--- config.mk ---
export PLATFORM = sky130hd
export DESIGN_NAME = softramp_seq
export DESIGN_NICKNAME = d
export VERILOG_FILES = /design/src/rtl/softramp_pkg.sv /design/src/rtl/softramp_tick.sv /design/src/rtl/softramp_plan.sv /design/src/rtl/softramp_core.sv /design/src/rtl/softramp_seq.sv
export SDC_FILE = /design/constraint.sdc
export NUM_CORES = 1
export LEC_CHECK = 0
export BUFFER_PORTS_ARGS = -buffer_cell sky130_fd_sc_hd__clkbuf_2
export CORE_MARGIN = 10
export CORE_UTILIZATION = 35
export DETAILED_ROUTE_END_ITERATION = 16
export PLACE_DENSITY = 0.51
export SETUP_SLACK_MARGIN = 0.02
export SYNTH_ARGS = -nofsm -noshare
export SYNTH_HDL_FRONTEND = slang
export SYNTH_SLANG_ARGS = --single-unit
--- constraint.sdc ---
create_clock -name clk -period 127.1 [get_ports clk]
set_input_delay 25.42 -clock clk [delete_from_list [all_inputs] [get_ports clk]]
set_output_delay 25.42 -clock clk [all_outputs]
set_load 0.1 [all_outputs]
--- src/rtl/softramp_pkg.sv ---
// Package: shared state encoding for the ramp sequencer.
// Assumes: 3-bit state port, values fixed because software observes them.
package softramp_pkg;
    typedef enum logic [2:0] {
        ST_OFF   = 3'd0,
        ST_WAIT  = 3'd1,
        ST_UP    = 3'd2,
        ST_ON    = 3'd3,
        ST_DOWN  = 3'd4
    } seq_state_e;
endpackage

--- src/rtl/softramp_tick.sv ---
// Module: softramp_tick
// Produces a one-cycle pulse every CLK_PER_US clocks (the 1 us time base).
// Assumes: CLK_PER_US >= 1; free-running from reset.
module softramp_tick #(
    parameter int CLK_PER_US = 4
) (
    input  logic clk,
    input  logic rst_n,
    output logic tick
);
    localparam int CW = (CLK_PER_US > 1) ? $clog2(CLK_PER_US) : 1;

    generate
        if (CLK_PER_US == 1) begin : g_every
            assign tick = rst_n;
        end else begin : g_div
            logic [CW-1:0] cnt_q;
            // divide the clock down to a microsecond pulse
            always_ff @(posedge clk) begin
                if (!rst_n) cnt_q <= '0;
                else if (cnt_q == CW'(CLK_PER_US - 1)) cnt_q <= '0;
                else cnt_q <= cnt_q + CW'(1);
            end
            assign tick = (cnt_q == CW'(CLK_PER_US - 1));
        end
    endgenerate
endmodule

--- src/rtl/softramp_plan.sv ---
// Module: softramp_plan
// Combinational ramp planner. From a ramp time and a code span it returns
// the step count, the step interval in us and the per-step increment.
// Assumes: MAX_STEP_US > 0; the result is latched by the caller at ramp start.
module softramp_plan #(
    parameter int CODE_W      = 12,
    parameter int TIME_W      = 16,
    parameter int MAX_STEP_US = 100,
    parameter int MIN_RAMP_US = 250
) (
    input  logic [TIME_W-1:0] time_us,
    input  logic [CODE_W-1:0] span,
    output logic [TIME_W-1:0] nsteps,
    output logic [TIME_W-1:0] interval,
    output logic [CODE_W-1:0] inc,
    output logic              bypass
);
    localparam int DW = TIME_W + CODE_W;

    logic [TIME_W:0]   n_raw;
    logic [TIME_W-1:0] iv_raw;
    logic [DW-1:0]     inc_full;

    // step count rounded up, interval rounded down, increment truncated
    always_comb begin
        n_raw    = ({1'b0, time_us} + (TIME_W+1)'(MAX_STEP_US - 1)) / (TIME_W+1)'(MAX_STEP_US);
        nsteps   = (n_raw == '0) ? TIME_W'(1) : n_raw[TIME_W-1:0];
        iv_raw   = time_us / nsteps;
        interval = (iv_raw == '0) ? TIME_W'(1) : iv_raw;
        inc_full = DW'(span) / DW'(nsteps);
        inc      = inc_full[CODE_W-1:0];
        bypass   = (time_us < TIME_W'(MIN_RAMP_US));
    end
endmodule

--- src/rtl/softramp_core.sv ---
// Module: softramp_core
// Sequencing state machine: start gating, turn-on delay, stepped ramp up,
// hold, stepped ramp down, immediate shutdown and re-arm after shutdown.
// Assumes: tick is a 1-cycle pulse per us; plan_* is valid for the
// time/span selected by plan_down in the current cycle.
module softramp_core
    import softramp_pkg::*;
#(
    parameter int CODE_W      = 12,
    parameter int TIME_W      = 16,
    parameter int CLK_PER_US  = 4,
    parameter int MAX_STEP_US = 100
) (
    input  logic              clk,
    input  logic              rst_n,
    input  logic              tick,
    input  logic              req,
    input  logic              init_done,
    input  logic              vin_ok,
    input  logic              kill,
    input  logic [CODE_W-1:0] setpoint,
    input  logic [TIME_W-1:0] ton_delay_us,
    input  logic [TIME_W-1:0] plan_n,
    input  logic [TIME_W-1:0] plan_iv,
    input  logic [CODE_W-1:0] plan_inc,
    input  logic              plan_byp,
    output logic              plan_down,
    output logic [CODE_W-1:0] target_q,
    output seq_state_e        state_q
);
    logic [CODE_W-1:0] sp_q;
    logic [CODE_W-1:0] inc_q;
    logic [TIME_W-1:0] nsteps_q;
    logic [TIME_W-1:0] interval_q;
    logic [TIME_W-1:0] tick_cnt_q;
    logic [TIME_W-1:0] step_idx_q;
    logic [TIME_W-1:0] dly_cnt_q;
    logic              armed_q;
    logic              start_ok;
    logic              ramping;
    logic              step_fire;
    logic              last_step;
    logic              going_down;

    assign ramping    = (state_q == ST_UP) || (state_q == ST_DOWN);
    assign step_fire  = ramping && tick && (tick_cnt_q == interval_q - TIME_W'(1));
    assign last_step  = (step_idx_q + TIME_W'(1) == nsteps_q);
    assign plan_down  = (state_q == ST_UP) || (state_q == ST_ON);
    assign going_down = !req && plan_down;
    assign start_ok   = req && init_done && vin_ok && armed_q && !kill;

    // re-arm latch: cleared by shutdown, set again once the request drops
    always_ff @(posedge clk) begin
        if (!rst_n)    armed_q <= 1'b1;
        else if (kill) armed_q <= 1'b0;
        else if (!req) armed_q <= 1'b1;
    end

    // main sequencing state machine
    always_ff @(posedge clk) begin
        if (!rst_n) begin
            state_q    <= ST_OFF;
            target_q   <= '0;
            sp_q       <= '0;
            inc_q      <= '0;
            nsteps_q   <= TIME_W'(1);
            interval_q <= TIME_W'(1);
            tick_cnt_q <= '0;
            step_idx_q <= '0;
            dly_cnt_q  <= '0;
        end else if (kill) begin
            state_q  <= ST_OFF;
            target_q <= '0;
        end else if (going_down) begin
            nsteps_q   <= plan_n;
            interval_q <= plan_iv;
            inc_q      <= plan_inc;
            tick_cnt_q <= '0;
            step_idx_q <= '0;
            if (plan_byp) begin
                target_q <= '0;
                state_q  <= ST_OFF;
            end else begin
                state_q  <= ST_DOWN;
            end
        end else begin
            case (state_q)
                ST_OFF: begin
                    target_q <= '0;
                    if (start_ok) begin
                        state_q   <= ST_WAIT;
                        dly_cnt_q <= '0;
                    end
                end
                ST_WAIT: begin
                    if (!req) begin
                        state_q <= ST_OFF;
                    end else if (dly_cnt_q >= ton_delay_us) begin
                        sp_q       <= setpoint;
                        nsteps_q   <= plan_n;
                        interval_q <= plan_iv;
                        inc_q      <= plan_inc;
                        tick_cnt_q <= '0;
                        step_idx_q <= '0;
                        if (plan_byp) begin
                            target_q <= setpoint;
                            state_q  <= ST_ON;
                        end else begin
                            target_q <= '0;
                            state_q  <= ST_UP;
                        end
                    end else if (tick) begin
                        dly_cnt_q <= dly_cnt_q + TIME_W'(1);
                    end
                end
                ST_UP: begin
                    if (step_fire) begin
                        tick_cnt_q <= '0;
                        step_idx_q <= step_idx_q + TIME_W'(1);
                        if (last_step) begin
                            target_q <= sp_q;
                            state_q  <= ST_ON;
                        end else begin
                            target_q <= target_q + inc_q;
                        end
                    end else if (tick) begin
                        tick_cnt_q <= tick_cnt_q + TIME_W'(1);
                    end
                end
                ST_DOWN: begin
                    if (step_fire) begin
                        tick_cnt_q <= '0;
                        step_idx_q <= step_idx_q + TIME_W'(1);
                        if (last_step) begin
                            target_q <= '0;
                            state_q  <= ST_OFF;
                        end else begin
                            target_q <= target_q - inc_q;
                        end
                    end else if (tick) begin
                        tick_cnt_q <= tick_cnt_q + TIME_W'(1);
                    end
                end
                default: ;
            endcase
        end
    end

    // ---------------- assertions ----------------
    int unsigned gap_q;
    // cycles since the last step while ramping (window checker)
    always_ff @(posedge clk) begin
        if (!rst_n || !ramping || step_fire) gap_q <= 0;
        else gap_q <= gap_q + 1;
    end

    p_step_gap_r4: assert property (@(posedge clk) disable iff (!rst_n)
        gap_q <= unsigned'(MAX_STEP_US * CLK_PER_US));

    p_kill_off_r7: assert property (@(posedge clk) disable iff (!rst_n)
        kill |=> (state_q == ST_OFF && target_q == '0));

    p_up_monotone_r3: assert property (@(posedge clk) disable iff (!rst_n)
        (state_q == ST_UP && req && !kill) |=> (target_q >= $past(target_q)));

    p_up_lands_r3: assert property (@(posedge clk) disable iff (!rst_n)
        (state_q == ST_UP && step_fire && last_step && req && !kill)
        |=> (state_q == ST_ON && target_q == $past(sp_q)));

    p_down_zero_r6: assert property (@(posedge clk) disable iff (!rst_n)
        (state_q == ST_DOWN) |=> (state_q != ST_OFF || target_q == '0));

    p_start_gate_r1: assert property (@(posedge clk) disable iff (!rst_n)
        (state_q == ST_OFF) |=> (state_q == ST_OFF || $past(req && init_done && vin_ok)));
endmodule

--- src/rtl/softramp_seq.sv ---
// Module: softramp_seq (top)
// Soft-start/stop sequencer for one regulator output: combines the
// microsecond tick, the ramp planner and the sequencing core, and gates
// the PWM enable with the shutdown condition in the same cycle.
// Assumes: all inputs synchronous to clk.
module softramp_seq
    import softramp_pkg::*;
#(
    parameter int CODE_W      = 12,
    parameter int TIME_W      = 16,
    parameter int CLK_PER_US  = 4,
    parameter int MAX_STEP_US = 100,
    parameter int MIN_RAMP_US = 250
) (
    input  logic              clk,
    input  logic              rst_n,
    input  logic              run_pin,
    input  logic              cmd_on,
    input  logic              init_done,
    input  logic              vin_ok,
    input  logic              fault,
    input  logic              gpio_low,
    input  logic              gpio_resp_en,
    input  logic [CODE_W-1:0] setpoint,
    input  logic [TIME_W-1:0] ton_delay_us,
    input  logic [TIME_W-1:0] rise_us,
    input  logic [TIME_W-1:0] fall_us,
    output logic [CODE_W-1:0] target_code,
    output logic              pwm_en,
    output logic [2:0]        state
);
    logic              tick;
    logic              kill;
    logic              req;
    logic              plan_down;
    logic [TIME_W-1:0] plan_time;
    logic [CODE_W-1:0] plan_span;
    logic [TIME_W-1:0] plan_n;
    logic [TIME_W-1:0] plan_iv;
    logic [CODE_W-1:0] plan_inc;
    logic              plan_byp;
    seq_state_e        st;

    assign kill = fault || (gpio_low && gpio_resp_en);
    assign req  = run_pin && cmd_on;

    softramp_tick #(.CLK_PER_US(CLK_PER_US)) tick_i (
        .clk   (clk),
        .rst_n (rst_n),
        .tick  (tick)
    );

    // select the ramp being planned: down from current code, or up to setpoint
    always_comb begin
        plan_time = plan_down ? fall_us : rise_us;
        plan_span = plan_down ? target_code : setpoint;
    end

    softramp_plan #(
        .CODE_W(CODE_W), .TIME_W(TIME_W),
        .MAX_STEP_US(MAX_STEP_US), .MIN_RAMP_US(MIN_RAMP_US)
    ) plan_i (
        .time_us  (plan_time),
        .span     (plan_span),
        .nsteps   (plan_n),
        .interval (plan_iv),
        .inc      (plan_inc),
        .bypass   (plan_byp)
    );

    softramp_core #(
        .CODE_W(CODE_W), .TIME_W(TIME_W),
        .CLK_PER_US(CLK_PER_US), .MAX_STEP_US(MAX_STEP_US)
    ) core_i (
        .clk          (clk),
        .rst_n        (rst_n),
        .tick         (tick),
        .req          (req),
        .init_done    (init_done),
        .vin_ok       (vin_ok),
        .kill         (kill),
        .setpoint     (setpoint),
        .ton_delay_us (ton_delay_us),
        .plan_n       (plan_n),
        .plan_iv      (plan_iv),
        .plan_inc     (plan_inc),
        .plan_byp     (plan_byp),
        .plan_down    (plan_down),
        .target_q     (target_code),
        .state_q      (st)
    );

    assign state  = st;
    assign pwm_en = (st == ST_UP || st == ST_ON || st == ST_DOWN) && !kill;
endmodule

Yosys cells after proc, flatten, opt, wreduce, memory -nomap -nowiden
Cells that the tools add are included.

$add $sub $neg: 8. Div/mod/pow operators: 3. Order comparisons: 2. Equal/unequal tests: 23. Muxes and demuxes: 53. Bitwise operators: 3. Reduce and logical (&&, ||, !) cells: 35.

Operators by type and width (count): $mux 16 (22); $mux 12 (14); $pmux 16 s2 (3); $add 16x1->16 const B (3); $pmux 12 s4 (1); $eq 16x16->1 (2); $div 12x16->28 (1); $mux 3 (9); $ne 3x1->1 const B (8); $add 16x7->17 const B (1); $div 17x7->17 const B (1); $logic_not 17->1 (1); $div 16x16->16 (1); $ge 16x16->1 (1); $logic_not 16->1 (1); $lt 16x8->1 const B (1); $sub 16x1->16 const B (1); $reduce_and 5->1 (3); $reduce_and 7->1 (2); $add 12x12->12 (1); $pmux 3 s4 (1); $sub 12x12->12 (1); $logic_and 1x1->1 (10); $ne 2x1->1 const B (4); 19 further kinds (34).

Register bits: 122. Logic and storage cells: 138.

Longest topological paths before layout
Word-level depth: 14. Depth in mapped cells: 486. Depth with buffers taken out: 447.

Cells and area by module
From an unflattened synthesis, not the netlist that was laid out.

Cell total of the unflattened synthesis: 4213. Area, all modules: 30500.5 µm².

By module, submodules not included: softramp_plan (instances 1, cells each 3156, area an instance 22042.4 µm², sequential area each 0.0 µm²); softramp_core (instances 1, cells each 1016, area an instance 7908.8 µm², sequential area each 2402.3 µm²); softramp_seq (instances 1, cells each 36, area an instance 475.5 µm², sequential area each 0.0 µm²); softramp_tick (instances 1, cells each 5, area an instance 73.8 µm², sequential area each 40.0 µm²).

Worst setup path after synthesis
OpenSTA, ideal clock, no wires.

Path kind: input port to flip-flop. From: input port fall_us[1]. To: register core_i.inc_q[0]. Library setup time: 0.119 ns. Data arrival time: 115.628 ns. Data required time: 126.981 ns. Path slack: 11.354 ns. Stages: 467. Path buffers: 38. Cells stage by stage: mux2i_1 -> ha_1 -> nand4bb_1 -> o21ai_1 -> a21oi_2 -> o311ai_1 -> a22o_1 -> o211ai_1 -> buf_2 -> a211oi_1 -> nor4_2 -> o21a_1 -> a2bb2oi_1 -> and2_1 -> nand2_1 -> a31oi_2 -> o21bai_1 -> nor4_1 -> [... 431 more ...] -> o21ai_0 -> nand2b_1 -> a21oi_1 -> nor2b_1 -> o21ai_0 -> nand2b_1 -> a21oi_1 -> nor2b_1 -> o21ai_0 -> nand2b_1 -> a21oi_1 -> nand2_1 -> a2111oi_4 -> o311a_1 -> nand4_1 -> nor4b_2 -> o2111ai_1 -> o221a_1.

Word-level cells in the longest chain between the ends: 10.

RTL lines: start: declaration (RTL line softramp_seq.sv:27) `input logic [TIME_W-1:0] fall_us,`; $mux 16 (*) (RTL line softramp_seq.sv:55) `plan_time = plan_down ? fall_us : rise_us;`; $add 16x7->17 (*) (RTL line softramp_plan.sv:26) `n_raw = ({1'b0, time_us} + (TIME_W+1)'(MAX_STEP_US - 1)) / (TIME_W+1)'(MAX_STEP_US);`; $div 17x7->17 (*) (RTL line softramp_plan.sv:26); $logic_not 17->1 (RTL line softramp_plan.sv:27) `nsteps = (n_raw == '0) ? TIME_W'(1) : n_raw[TIME_W-1:0];`; $mux 16 (*) (RTL line softramp_plan.sv:27); via core_i.plan_n[0] (RTL line softramp_core.sv:23) `input logic [TIME_W-1:0] plan_n,`; $div 12x16->28 (*) (RTL line softramp_plan.sv:30) `inc_full = DW'(span) / DW'(nsteps);`; $mux 12 (RTL line softramp_core.sv:98) `end else if (dly_cnt_q >= ton_delay_us) begin`; $mux 12 (RTL line softramp_core.sv:96) `if (!req) begin`; $mux 12 (RTL line softramp_core.sv:87) `case (state_q)`; $mux 12 (*) (RTL line softramp_core.sv:74) `end else if (going_down) begin`; end signal: assignment (RTL line softramp_core.sv:77) `inc_q <= plan_inc;`; end signal: assignment (RTL line softramp_core.sv:102) `inc_q <= plan_inc;`; end: declaration (RTL line softramp_core.sv:32) `logic [CODE_W-1:0] inc_q;`.

Mark *: on every way through the listed nets, which the timed path passes. The rest lies on a longest branch. The select of a mux whose other input is x is not followed. A chain may end at the register's enable or synchronous reset.

Final worst setup path
Ends and elaborated chain as after synthesis.

==> insert_results.sql <==
INSERT INTO impl_metrics (metric_group, metric, value, unit) VALUES
('worst_setup_path', 'worst_ep_arrival_time', '118.22', 'ns'),
('finish', 'post_route_cells_drive_above_1_share', '9.27', '%'),
('finish', 'antennaDiodeCount', '0', ''),
('clock_network', 'clock_tree.htree_level_count', '4', ''),
('sta', 'worst_slew_pin_slew', '1.24', 'ns'),
('finish', 'design.final.nets', '4694', ''),
('worst_setup_path', 'worst-path-max-fanout', '41', ''),
('route', 'routed_wirelength', '93000', 'um'),
('synth', 'dominantRegCellSynth', 'sky130_fd_sc_hd__dfxtp_1', ''),
('finish', 'layout.filler_cells', '8932', ''),
('sta', 'hold_viol_final', '0', ''),
('clock_network', 'cts_repair_resize_count', '0', ''),
('synth', 'netlist-cell-type-count', '129', ''),
('floorplan', 'die_y', '311', 'um'),
('sta', 'fin_skew', '0.0143', 'ns'),
('route', 'drc', '0', ''),
('floorplan', 'placementRows', '106', ''),
('worst_setup_path', 'setup.worst_path.start_class', 'primary input', ''),
('floorplan', 'ioPinCount', '85', ''),
('global_route', 'first_global_vias', '28800', ''),
('route', 'detail_route.first_pass.iterations', '8', ''),
('global_route', 'grt_first_pass_wirelength', '152000', 'um'),
('worst_setup_path', 'cell_with_the_largest_stage_delay_on_the_worst_path', 'sky130_fd_sc_hd__a211oi_1', ''),
('status', 'run_status', 'complete, no violations', ''),
('placement', 'buffer_ports.inserted', '84', ''),
('sta', 'setup_violations', '0', ''),
('worst_setup_path', 'worst_ep_required_time', '127.41', 'ns'),
('route', 'routedWlPerCell', '17.4', 'um'),
('clock_network', 'clock_tree.buffer_depth', '2', ''),
('clock_network', 'cts_made_buffers', '17', ''),
('worst_setup_path', 'cp_slowest_stage_delay', '0.67', 'ns'),
('synth', 'synthesis.instances', '4173', ''),
('clock_network', 'clock_sinks', '117', ''),
('floorplan', 'die_area', '0.0965', 'mm^2'),
('route', 'route.vias.total', '30900', ''),
('synth', 'yosysMostFrequentCell', 'sky130_fd_sc_hd__nor2_1', ''),
('synth', 'yosys.area.top_type_share', '17.7', '%'),
('floorplan', 'die-width', '311', 'um'),
('synth', 'yosysWarningCount', '0', ''),
('sta', 'setup_total_negative_slack', '0', 'ns'),
('finish', 'area.growth.synth_to_final', '7.88', '%'),
('synth', 'number_of_enable_type_register_cells_in_the_synthesized_netlist', '0', ''),
('global_route', 'grtUsageTotal', '18.4', '%'),
('synth', 'synth.ff_latch_count', '117', ''),
('floorplan', 'core_region_area', '0.0837', 'mm^2'),
('worst_setup_path', 'type_of_the_worst_setup_path', 'in -> reg', ''),
('worst_setup_path', 'timing.critical_path.mode_cell', 'sky130_fd_sc_hd__o21a_1', ''),
('global_route', 'global_route_total_overflow', '0', ''),
('synth', 'synth.area.top_cells', 'sky130_fd_sc_hd__ha_1 18%, sky130_fd_sc_hd__dfxtp_1 7.9%, sky130_fd_sc_hd__o21a_1 6.6%, sky130_fd_sc_hd__nor2_1 5.7%, sky130_fd_sc_hd__nor3_1 5.2%', ''),
('synth', 'yosysTopAreaCell', 'sky130_fd_sc_hd__ha_1', ''),
('min_path', 'hp-class', 'reg -> reg', ''),
('route', 'vias_per_cell', '5.77', ''),
('clock_network', 'cts_tree', 'built', ''),
('clock_network', 'holdBufCountCts', '0', ''),
('synth', 'yosys-top-cells-count', '446 x sky130_fd_sc_hd__nor2_1, 419 x sky130_fd_sc_hd__ha_1, 385 x sky130_fd_sc_hd__nand2_1', ''),
('placement', 'hpwlAfterDp', '73200', 'um'),
('route', 'drtIter0Drc', '2070', ''),
('global_route', 'antenna_violations_before_repair', '2', ''),
('flow_run', 'cap_violations', '0', ''),
('sta', 'period_share', '92.8', '%'),
('synth', 'syn_area_per_cell', '7.08', 'um^2'),
('finish', 'multi_input_comb_area', '0.0263', 'mm^2'),
('worst_setup_path', 'end_kind', 'flip-flop', ''),
('finish', 'seq_area', '0.00234', 'mm^2'),
('synth', 'async_reset_ff_share', '0', '%'),
('sta', 'final.min_clock_period', '117.91', 'ns'),
('sta', 'grt_setup_unrepaired', 'false', ''),
('sta', 'number_of_pins_with_negative_max_slew_slack_in_the_final_report', '0', ''),
('clock_network', 'post_cts_setup_repair_buffer_count', '0', ''),
('route', 'detail-route-antenna-nets', '0', ''),
('sta', 'relSlewSlack', '16.9', '%'),
('clock_network', 'clock_latency', '0.42', 'ns'),
('sta', 'maximum_frequency_from_static_timing_analysis', '8.48', 'MHz'),
('floorplan', 'initial_utilization', '35.3', '%'),
('placement', 'gp_routability_congestion', '0.864', ''),
('global_route', 'grt_max_degree', '52', ''),
('synth', 'ys_seq_area_share', '7.92', '%'),
('clock_network', 'clock_slew_seen_by_the_registers_of_the_worst_setup_and_hold_paths', '0.07', 'ns'),
('synth', 'synth_area', '0.0296', 'mm^2'),
('clock_network', 'root_cell_of_the_clock_tree', 'sky130_fd_sc_hd__clkbuf_16', '');
## flip-flops by register name, indices dropped and copies added (netlist names), 11 cells and up
register,flops
core_i.dly_cnt_q,16
core_i.interval_q,16
core_i.step_idx_q,16
core_i.tick_cnt_q,16
core_i.inc_q,12
core_i.sp_q,12
core_i.target_q,12
core_i.nsteps_q,11
## through the flow
step / setup WS, ns / std cells / hold WS [ns] / area [um^2] / utilization (%)
after floorplan: 11.35 / 4188 / 0.408 / 29600 / -
after global placement: 11.82 / 5319 / 0.426 / 31300 / 37.4
after detailed placement: 9.66 / 5319 / 0.432 / 31300 / 37.4
after CTS: 9.90 / 5351 / 0.441 / 31900 / 38.1
after global routing: 0.363 / 5351 / 0.466 / 31900 / 38.1
final: 9.19 / 5351 / 0.441 / 31900 / 38.1
## cells in the final DEF (no fill, tap or decap), types with 57 or more instances in the layout
cell,count
sky130_fd_sc_hd__nor2_1,445
sky130_fd_sc_hd__ha_1,419
sky130_fd_sc_hd__nand2_1,384
sky130_fd_sc_hd__nor3_1,309
sky130_fd_sc_hd__a21oi_1,284
sky130_fd_sc_hd__o21a_1,257
sky130_fd_sc_hd__o21ai_0,189
sky130_fd_sc_hd__o31ai_1,150
sky130_fd_sc_hd__xnor2_1,138
sky130_fd_sc_hd__inv_1,120
sky130_fd_sc_hd__dfxtp_1,117
sky130_fd_sc_hd__nand3_1,88
sky130_fd_sc_hd__clkbuf_2,84
sky130_fd_sc_hd__xor2_1,71
sky130_fd_sc_hd__mux2i_1,66
sky130_fd_sc_hd__or3_1,66
sky130_fd_sc_hd__a21o_1,65
sky130_fd_sc_hd__nand4_1,58
sky130_fd_sc_hd__mux2_2,57
## worst max-delay path, delay by kind of cell
| kind | cells | cell delay [ns] |
|---|---|---|
| buf+inv | 37 | 5.31 |
| mux | 8 | 2.31 |
| compound gates | 256 | 54.26 |
| simple gates | 112 | 21.69 |
| xor+xnor | 1 | 0.24 |
| fa+ha+maj | 29 | 8.65 |
## final cells by class
class	instances	share of cell area (%)
Multi-Input combinational cell	3813	82.6
Inverter	127	1.49
Tap cell	1134	4.45
Timing Repair Buffer	128	2.35
Sequential cell	117	7.35
Clock inverter	14	0.408
Clock buffer	18	1.35
## worst paths after layout
check | slack, ns | start | cells past startpoint | end
max | 9.19 | fall_us[1] | 443 | core_i.inc_q[0]
min | 0.44 | tick_i.g_div.cnt_q[0] | 1 | tick_i.g_div.cnt_q[0]
max reg2reg | 33.18 | core_i.state_q[2] | 444 | core_i.inc_q[0]
min reg2reg | 0.44 | tick_i.g_div.cnt_q[0] | 1 | tick_i.g_div.cnt_q[0]
## metal layers
layer | routed length (um) | track usage (%)
met1 | 46600 | 25.6
met2 | 41600 | 30.7
met3 | 3250 | 1.36
met4 | 1490 | 3.36
met5 | 22 | 0
## logic make-up after synthesis
logic type      after synthesis  share of synthesized area, %
fa+ha+maj                   425                          18.0
compound gates             1340                          31.5
xor+xnor                    211                          6.30
simple gates               1693                          28.1
other cells                   1                        0.0127
buf+inv                     258                          3.49
flops                       117                          7.92
mux                         128                          4.65
Power is not shown: default switching activity piles up to over one toggle a cycle in this logic, so the estimate is an artifact.
